==> src/rtl/ola_sync_pkg.sv <==
package ola_sync_pkg;
  typedef logic [1:0] bsd_t;  // {plus, minus}

  typedef enum logic [2:0] {
    PH_EXP, PH_CARRY, PH_LEAD, PH_EMIT_EXP, PH_MANT, PH_DROP
  } phase_e;

  localparam bsd_t BSD_POS  = 2'b10;
  localparam bsd_t BSD_NEG  = 2'b01;
  localparam bsd_t BSD_ZERO = 2'b11;

  function automatic logic signed [1:0] bsd_val(bsd_t d);
    if (d == BSD_POS) return 2'sd1;
    if (d == BSD_NEG) return -2'sd1;
    return 2'sd0;
  endfunction

  function automatic bsd_t bsd_enc(logic signed [1:0] v);
    if (v == 2'sd1) return BSD_POS;
    if (v == -2'sd1) return BSD_NEG;
    return BSD_ZERO;
  endfunction
endpackage

==> src/rtl/ola_sync_decide.sv <==
module ola_sync_decide
  import ola_sync_pkg::*;
(
  input  bsd_t carry_i,
  input  bsd_t lead_i,
  output logic bump_o,
  output bsd_t first_o
);
  logic signed [1:0] cv, lv;

  always_comb begin
    cv = bsd_val(carry_i);
    lv = bsd_val(lead_i);
    bump_o  = (cv != 2'sd0) && (lv != -cv);
    first_o = (cv != 2'sd0) ? bsd_enc(cv) : bsd_enc(lv);
  end
endmodule

==> src/rtl/ola_sync_incr.sv <==
module ola_sync_incr #(
  parameter int W = 12
) (
  input  logic [W-1:0] val_i,
  input  logic         bump_i,
  output logic [W-1:0] sum_o,
  output logic         wrap_o
);
  logic [W:0] chain;
  assign chain[0] = bump_i;

  for (genvar i = 0; i < W; i++) begin : g_bit
    assign sum_o[i]     = val_i[i] ^ chain[i];
    assign chain[i + 1] = val_i[i] & chain[i];
  end

  assign wrap_o = chain[W];
endmodule

==> src/rtl/ola_sync.sv <==
module ola_sync
  import ola_sync_pkg::*;
#(
  parameter int EXP_W = 12,
  parameter int MAN_L = 16
) (
  input  logic       clk,
  input  logic       rst,
  input  logic       in_valid,
  output logic       in_ready,
  input  logic [1:0] in_digit,
  output logic       out_valid,
  input  logic       out_ready,
  output logic [1:0] out_digit,
  output logic       ovf
);
  localparam int CNT_MAX = (EXP_W > MAN_L) ? EXP_W : MAN_L;
  localparam int CW = $clog2(CNT_MAX + 1);
  localparam logic [CW-1:0] EXP_LAST = CW'(EXP_W - 1);
  localparam logic [CW-1:0] MAN_LAST = CW'(MAN_L - 1);

  phase_e          ph_q;
  logic [CW-1:0]   cnt_q;
  logic [EXP_W-1:0] exp_q, oexp_q;
  bsd_t            carry_q, lead_q, first_q;
  logic            bump_q;
  logic            ov_q, ovf_q;
  bsd_t            od_q;

  logic            dec_bump, inc_wrap;
  bsd_t            dec_first, lead_norm, mant_src, load_d;
  logic [EXP_W-1:0] inc_sum;
  logic            can_load, need_in, load, take, emit_exp, decide_fire;

  ola_sync_decide u_dec (
    .carry_i (carry_q),
    .lead_i  (in_digit),
    .bump_o  (dec_bump),
    .first_o (dec_first)
  );

  ola_sync_incr #(.W(EXP_W)) u_inc (
    .val_i  (exp_q),
    .bump_i (dec_bump),
    .sum_o  (inc_sum),
    .wrap_o (inc_wrap)
  );

  always_comb begin
    lead_norm = bsd_enc(bsd_val(in_digit));
    can_load  = !ov_q || out_ready;
    emit_exp  = (ph_q == PH_EMIT_EXP);
    need_in   = bump_q ? (cnt_q >= CW'(2)) : (cnt_q != '0);
    if (cnt_q == '0)                  mant_src = first_q;
    else if (bump_q && cnt_q == CW'(1)) mant_src = lead_q;
    else                              mant_src = lead_norm;

    in_ready = 1'b0;
    load     = 1'b0;
    load_d   = BSD_ZERO;
    unique case (ph_q)
      PH_EMIT_EXP: begin
        load   = can_load;
        load_d = oexp_q[EXP_W-1] ? BSD_POS : BSD_ZERO;
      end
      PH_MANT: begin
        in_ready = can_load && need_in;
        load     = can_load && (!need_in || in_valid);
        load_d   = mant_src;
      end
      default: in_ready = 1'b1;
    endcase
    take        = in_valid && in_ready;
    decide_fire = take && (ph_q == PH_LEAD);
  end

  always_ff @(posedge clk) begin
    if (rst) begin
      ph_q    <= PH_EXP;
      cnt_q   <= '0;
      exp_q   <= '0;
      oexp_q  <= '0;
      carry_q <= BSD_ZERO;
      lead_q  <= BSD_ZERO;
      first_q <= BSD_ZERO;
      bump_q  <= 1'b0;
      ov_q    <= 1'b0;
      od_q    <= BSD_ZERO;
      ovf_q   <= 1'b0;
    end else begin
      if (load) begin
        ov_q <= 1'b1;
        od_q <= load_d;
      end else if (out_ready) begin
        ov_q <= 1'b0;
      end

      case (ph_q)
        PH_EXP: if (take) begin
          exp_q <= {exp_q[EXP_W-2:0], in_digit == BSD_POS};
          if (cnt_q == EXP_LAST) begin
            cnt_q <= '0;
            ph_q  <= PH_CARRY;
          end else cnt_q <= cnt_q + 1'b1;
        end
        PH_CARRY: if (take) begin
          carry_q <= in_digit;
          ph_q    <= PH_LEAD;
        end
        PH_LEAD: if (decide_fire) begin
          bump_q  <= dec_bump;
          first_q <= dec_first;
          lead_q  <= lead_norm;
          oexp_q  <= inc_sum;
          ovf_q   <= inc_wrap;
          cnt_q   <= '0;
          ph_q    <= PH_EMIT_EXP;
        end
        PH_EMIT_EXP: if (load) begin
          oexp_q <= oexp_q << 1;
          if (cnt_q == EXP_LAST) begin
            cnt_q <= '0;
            ph_q  <= PH_MANT;
          end else cnt_q <= cnt_q + 1'b1;
        end
        PH_MANT: if (load) begin
          if (cnt_q == MAN_LAST) begin
            cnt_q <= '0;
            ph_q  <= bump_q ? PH_DROP : PH_EXP;
          end else cnt_q <= cnt_q + 1'b1;
        end
        PH_DROP: if (take) ph_q <= PH_EXP;
        default: ph_q <= PH_EXP;
      endcase
    end
  end

  assign out_valid = ov_q;
  assign out_digit = od_q;
  assign ovf       = ovf_q;
endmodule

==> config.mk <==
export PLATFORM = sky130hd
export DESIGN_NAME = ola_sync
export DESIGN_NICKNAME = d
export VERILOG_FILES = /design/src/rtl/ola_sync_pkg.sv /design/src/rtl/ola_sync_decide.sv /design/src/rtl/ola_sync_incr.sv /design/src/rtl/ola_sync.sv
export SDC_FILE = /design/constraint.sdc
export NUM_CORES = 1
export LEC_CHECK = 0
export BUFFER_PORTS_ARGS = -buffer_cell sky130_fd_sc_hd__buf_2
export CAP_MARGIN = 40
export CORE_ASPECT_RATIO = 1.75
export CORE_MARGIN = 1.5
export CORE_UTILIZATION = 39
export CTS_CLUSTER_SIZE = 25
export DETAILED_ROUTE_END_ITERATION = 12
export PLACE_DENSITY_LB_ADDON = 0.25
export SETUP_SLACK_MARGIN = 0.05
export SLEW_MARGIN = 10
export SYNTH_ARGS = -nofsm -noshare
export SYNTH_HDL_FRONTEND = slang
export SYNTH_HIERARCHICAL = 1
export SYNTH_SLANG_ARGS = --single-unit
==> constraint.sdc <==
create_clock -name clk -period 7.28 [get_ports clk]
set_input_delay 0.728 -clock clk [delete_from_list [all_inputs] [get_ports clk]]
set_output_delay 0.728 -clock clk [all_outputs]
set_load 0.02 [all_outputs]
After elaboration in Yosys (flattened, before gate mapping):

Cells that the tools add are included.

* flip-flop bits (word level): 43
* word-level logic and storage cells: 146

* add/sub/neg operators: 2
* order comparisons: 1
* equality and inequality tests: 26
* muxes and demuxes: 59
* bitwise logic cells: 24
* reductions and logical operators: 23

Operators by type and width (number)
* 2-bit 2-to-1 mux: 19
* 3-bit 2-to-1 mux: 10
* 5-bit 2-to-1 mux: 6
* 12-bit 2-to-1 mux: 2
* 12-bit case mux with 2 select lines: 1
* 5-bit case mux with 4 select lines: 1
* 3-bit case mux with 6 select lines: 1
* 1-bit 2-to-1 mux: 16
* 2-bit != test, second input constant: 8
* 1-bit AND: 12
* 1-bit bitwise XOR: 12
* 5-bit by 4-bit == test with 1-bit output, second input constant: 2
* 9-bit AND reduction: 1
* 2-bit by 1-bit == test with 1-bit output, second input constant: 4
* 2-bit == test, second input constant: 4
* 3-bit by 2-bit == test with 1-bit output, second input constant: 2
* 3-bit == test, second input constant: 2
* 1-bit logical AND: 6
* 2-bit AND reduction: 3
* 2-bit nonzero test: 3
* 5-bit by 1-bit adder with 5-bit output, second input constant: 1
* 5-bit by 1-bit == test with 1-bit output, second input constant: 1
* 5-bit by 2-bit greater-or-equal comparator with 1-bit output, second input constant: 1
* 5-bit logical NOT: 1
* other kinds (13): 16

Logic depth before layout (Yosys ltp):

* depth after elaboration: 22
* depth in mapped cells: 18

Cells and area by module:

Netlist, hierarchy kept.

By module, submodules not included
* ola_sync: instances 1, cells each 268, area each 2260.9 um^2, sequential area each 860.8 um^2
* ola_sync_incr: instances 1, cells each 12, area each 150.1 um^2, sequential area each 0.0 um^2
* ola_sync_decide: instances 1, cells each 13, area each 102.6 um^2, sequential area each 0.0 um^2

Least setup slack after synthesis:

Ideal clock, no wire load.

* path kind: input to register
* start point: input port in_digit[1]
* end point: register oexp_q[11]
* setup time: 0.086 ns
* arrival time: 3.588 ns
* setup slack: 3.607 ns
* cell stages on the path: 18
* path buffers: 0
* cell sequence: inv_1 ha_1 xnor2_1 a21oi_1 ha_1 ha_1 ha_1 ha_1 ha_1 ha_1 ha_1 ha_1 ha_1 ha_1 ha_1 ha_1 mux2i_1 a211oi_1

* word-level cells in the longest chain between the ends: 21

RTL lines
* from (decl): line ola_sync.sv:11 `input logic [1:0] in_digit,`
* 2-bit by 1-bit == test with 1-bit output: line ola_sync_pkg.sv:14 `if (d == BSD_NEG) return -2'sd1;`
* 1-bit 2-to-1 mux (2 in a row): line ola_sync_pkg.sv:14
* 2-bit 2-to-1 mux: line ola_sync_pkg.sv:15 `return 2'sd0;`
* 2-bit 2-to-1 mux *: line ola_sync_pkg.sv:14
* 2-bit != test *: line ola_sync_decide.sv:14 `bump_o = (cv != 2'sd0) && (lv != -cv);`
* 1-bit logical AND *: line ola_sync_decide.sv:14
* via dec_bump: line ola_sync.sv:30 `logic dec_bump, inc_wrap;`
* 1-bit AND * (11 in a row): line ola_sync_incr.sv:14 `assign chain[i + 1] = val_i[i] & chain[i];`
* 1-bit bitwise XOR *: line ola_sync_incr.sv:13 `assign sum_o[i] = val_i[i] ^ chain[i];`
* via inc_sum[11]: line ola_sync.sv:32 `logic [EXP_W-1:0] inc_sum;`
* 12-bit 2-to-1 mux *: line ola_sync.sv:110 `PH_LEAD: if (decide_fire) begin`
* 12-bit case mux with 2 select lines *: line ola_sync.sv:98 `case (ph_q)`
* to (signal assigned): line ola_sync.sv:114 `oexp_q <= inc_sum;`
* to (signal assigned): line ola_sync.sv:120 `oexp_q <= oexp_q << 1;`
* to (decl): line ola_sync.sv:24 `logic [EXP_W-1:0] exp_q, oexp_q;`

Mark *: on every way through the listed nets, which the timed path passes. The rest lies on a longest branch. The select of a mux whose other input is x is not followed.
A chain may end at the register's enable or synchronous reset.

Worst setup path in the final report:

Ends and elaborated chain as after synthesis.

==> run summary <==
status -> finished clean
Hold Crit Class -> register to register
Clk Latency, worst-skew pair -> 0.31 ns
WP data required -> 7.50 ns
Worst slew margin -> 0.5082
clk sinks -> 43
core area -> 0.006228 sq mm
TritonCTS clock tree -> yes
GRT overflow -> 0
Synth Area in Simple Gates -> 0.2155
Clk pin slew, worst setup/hold paths -> 0.09 ns
DRT Pass-1 Iters -> 4
Mapped Avg Cell Area -> 8.579 sq um
clock tree buffer depth -> 2
layout cell share with drive strength beyond 1 -> 0.1141
Chip Height -> 109.2 um
vias in the first global route -> 1965
Synth top area share -> 0.3425
CP max FO -> 5
worst slew pin tran -> 0.7321 ns
EDFF count, synth -> 0
via count -> 2024
first-pass GRT wire length -> 9.232 mm
Hold Buf Count CTS -> 0
# nets final -> 325
antenna violations before repair -> 0
crit path DAT -> 3.95 ns
full die area -> 0.006954 sq mm
Antenna Cells -> 0
post-route setup TNS -> 0 ns
sequential element share of the synthesized area -> 0.3425
peak supply drop -> 96.44 uV
Remaining DRCs -> 0
die width -> 63.69 um
HPWL Detailed -> 3.983 mm
post-synthesis cell area -> 0.002514 sq mm
Syn Nets -> 321
CTS root buffer -> clkbuf_8
Area contributors post-synth -> dfxtp_1 (34%), ha_1 (11%), nand2_1 (6.4%), mux2i_1 (5.2%), a21oi_1 (4.8%)
Global Route Usage Sum -> 0.1699
Hold Violations, Final -> 0
MaxCap Viol Count -> 0
Worst Reg2Reg Path Length in Cells -> 18
area delta synth->final -> 6.421%
Starting DRT DRC Count -> 190
category of the worst setup path launch point -> input port
post_cts resized -> 0
R2R Setup Slk -> 3.78 ns
final setup violation count -> 0
RSZ-0062 raised after global routing -> false
largest net degree at the start of global routing -> 34
adder-cell share of the synthesized area -> 0.1095
Synth cell types -> 51
r2r endpoint -> oexp_q[11]
Max Freq -> 267.8 MHz
pwr dens -> 161.2 mW/mm^2
asr flop ratio synth -> 0
initial core utilization -> 0.4036
minimum clock period -> 3.734 ns
Leakage -> 1.144 nW
largest family of logic cells by synthesized area -> simple AND/OR/NAND/NOR gates
crit end category -> register
GPL Wtd Cong -> 0.8172
post-synthesis xor/xnor area fraction -> 0.003484
YS warnings -> 6
via/cell ratio -> 5.354
# rows -> 38
post-synthesis mux area share -> 0.05177
critical register-to-register path startpoint -> carry_q[0]
Top FF cell, synth -> dfxtp_1
worst setup path end -> oexp_q[11]
placed insts -> 370
final cycle utilization of the critical path -> 0.5129
Ports -> 11
#FFs+latches synth -> 43
Routed Wire Length -> 5.430 mm
cell taking the most area after synthesis -> dfxtp_1
Layout Cells excl Fill -> 378
PortBufs -> 10
Compound-Gate Fraction of Synth Area -> 0.2041
critical path class -> input port to register
wire per inst -> 14.37 um
cts bufs inserted -> 5
clk_skew -> 0.01130 ns
DRT antenna net count -> 0
Setup Fix Bufs, Post-CTS -> 0
# H-tree levels -> 2
Critical path origin -> in_digit[1]
Syn Inst Count -> 293
Final Max Slew Viols -> 0
-- how the worst min path moves through the flow --
stage / cells past startpoint / to / startpoint / slack, ns
6_report: 1 / lead_q[1] / lead_q[1] / 0.48
4_1_cts: 1 / lead_q[0] / lead_q[0] / 0.47
3_3_place_gp: 1 / lead_q[0] / lead_q[0] / 0.44
2_1_floorplan: 2 / first_q[0] / first_q[0] / 0.43
5_1_grt: 2 / exp_q[4] / exp_q[3] / 0.50
3_5_place_dp: 1 / lead_q[0] / lead_q[0] / 0.45
-- state kept, by name, summed over array words and instances, names as in the netlist --
register	cells
oexp_q	12
carry_q	2
out_digit	2
cnt_q	5
ph_q	3
first_q	2
exp_q	12
ovf	1
bump_q	1
lead_q	2
out_valid	1
-- metrics by stage --
| step | hold WS (ns) | util | instance area (sq um) | total power, W | setup slack [ns] |
|---|---|---|---|---|---|
| after floorplan | 0.4326 | - | 2514 | 0.0002728 | 3.607 |
| after global placement | 0.4437 | 0.4102 | 2555 | 0.0002815 | 3.316 |
| after detailed placement | 0.4506 | 0.4158 | 2590 | 0.0002826 | 3.230 |
| after CTS | 0.4724 | 0.4295 | 2675 | 0.0004366 | 3.528 |
| after global routing | 0.5013 | 0.4295 | 2675 | 0.0004519 | 3.342 |
| final | 0.4752 | 0.4295 | 2675 | 0.0004312 | 3.546 |
-- final cells by class --
class,count,area [sq um]
clock buffers,6,72.57
clock inverters,2,12.51
flip-flops and latches,43,860.8
multi-input cells,217,1469
fillers,655,3553
inverters,16,60.06
well taps,80,100.1
repair buffers,14,100.1
-- critical path, stage by stage --
cell and delay, ns:
buf_2 0.13, inv_1 0.05, ha_1 0.20, xnor2_1 0.17, a21oi_1 0.11, ha_1 0.19
ha_1 0.18, ha_1 0.17, ha_1 0.19, ha_1 0.20, ha_1 0.19, ha_1 0.18
ha_1 0.18, ha_1 0.18, ha_1 0.18, ha_1 0.19, ha_1 0.27, mux2i_1 0.06
a211oi_1 0.22
-- power breakdown --
part           leakage, nW   total, W  switching [W]  internal, W
logic                0.755  0.0000374      0.0000225    0.0000150
registers            0.347   0.000240     0.00000288     0.000237
clock network       0.0412   0.000154      0.0000867    0.0000672
total                 1.14   0.000431       0.000112     0.000319
-- per-layer routing --
metal	share of wire	wire, um	track usage
met1	0.40	2187	0.1753
met2	0.53	2899	0.3211
met3	0.027	145	0.02890
met4	0.036	197	0.09006
met5	0	0	0
-- cells in the final DEF, fill, tap and decap left out, types with 2 or more instances in the layout --
| cell | Yosys | layout |
|---|---|---|
| a211o_1 | 5 | 5 |
| a211oi_1 | 16 | 16 |
| a21oi_1 | 24 | 24 |
| a2bb2oi_1 | 2 | 2 |
| a31oi_1 | 2 | 2 |
| buf_2 | 3 | 10 |
| buf_4 | 0 | 2 |
| clkbuf_8 | 2 | 5 |
| dfxtp_1 | 43 | 43 |
| ha_1 | 22 | 22 |
| inv_1 | 16 | 16 |
| mux2i_1 | 13 | 13 |
| nand2_1 | 43 | 43 |
| nand2b_1 | 2 | 2 |
| nand3_1 | 6 | 6 |
| nand3b_1 | 6 | 6 |
| nor2_1 | 25 | 25 |
| nor2b_1 | 5 | 5 |
| nor3_1 | 7 | 7 |
| o21ai_0 | 6 | 6 |
| o31ai_1 | 2 | 2 |
| or2b_2 | 2 | 2 |
| or3_1 | 3 | 3 |
-- cells in the mapped netlist (2+ instances only) --
cell       instances
a211o_1            5
a211oi_1          16
a21oi_1           24
a2bb2oi_1          2
a31oi_1            2
buf_2              3
clkbuf_1          10
clkbuf_8           2
dfxtp_1           43
ha_1              22
inv_1             16
mux2i_1           13
nand2_1           43
nand2b_1           2
nand3_1            6
nand3b_1           6
nor2_1            25
nor2b_1            5
nor3_1             7
o21ai_0            6
o31ai_1            2
or2b_2             2
or3_1              3
-- logic make-up after synthesis --
group	count (synthesis)
compound gates	71
xor+xnor	1
fa+ha+maj	22
buf+inv	33
flops	43
mux	13
simple gates	110
Power figures use the tool's default switching activity.
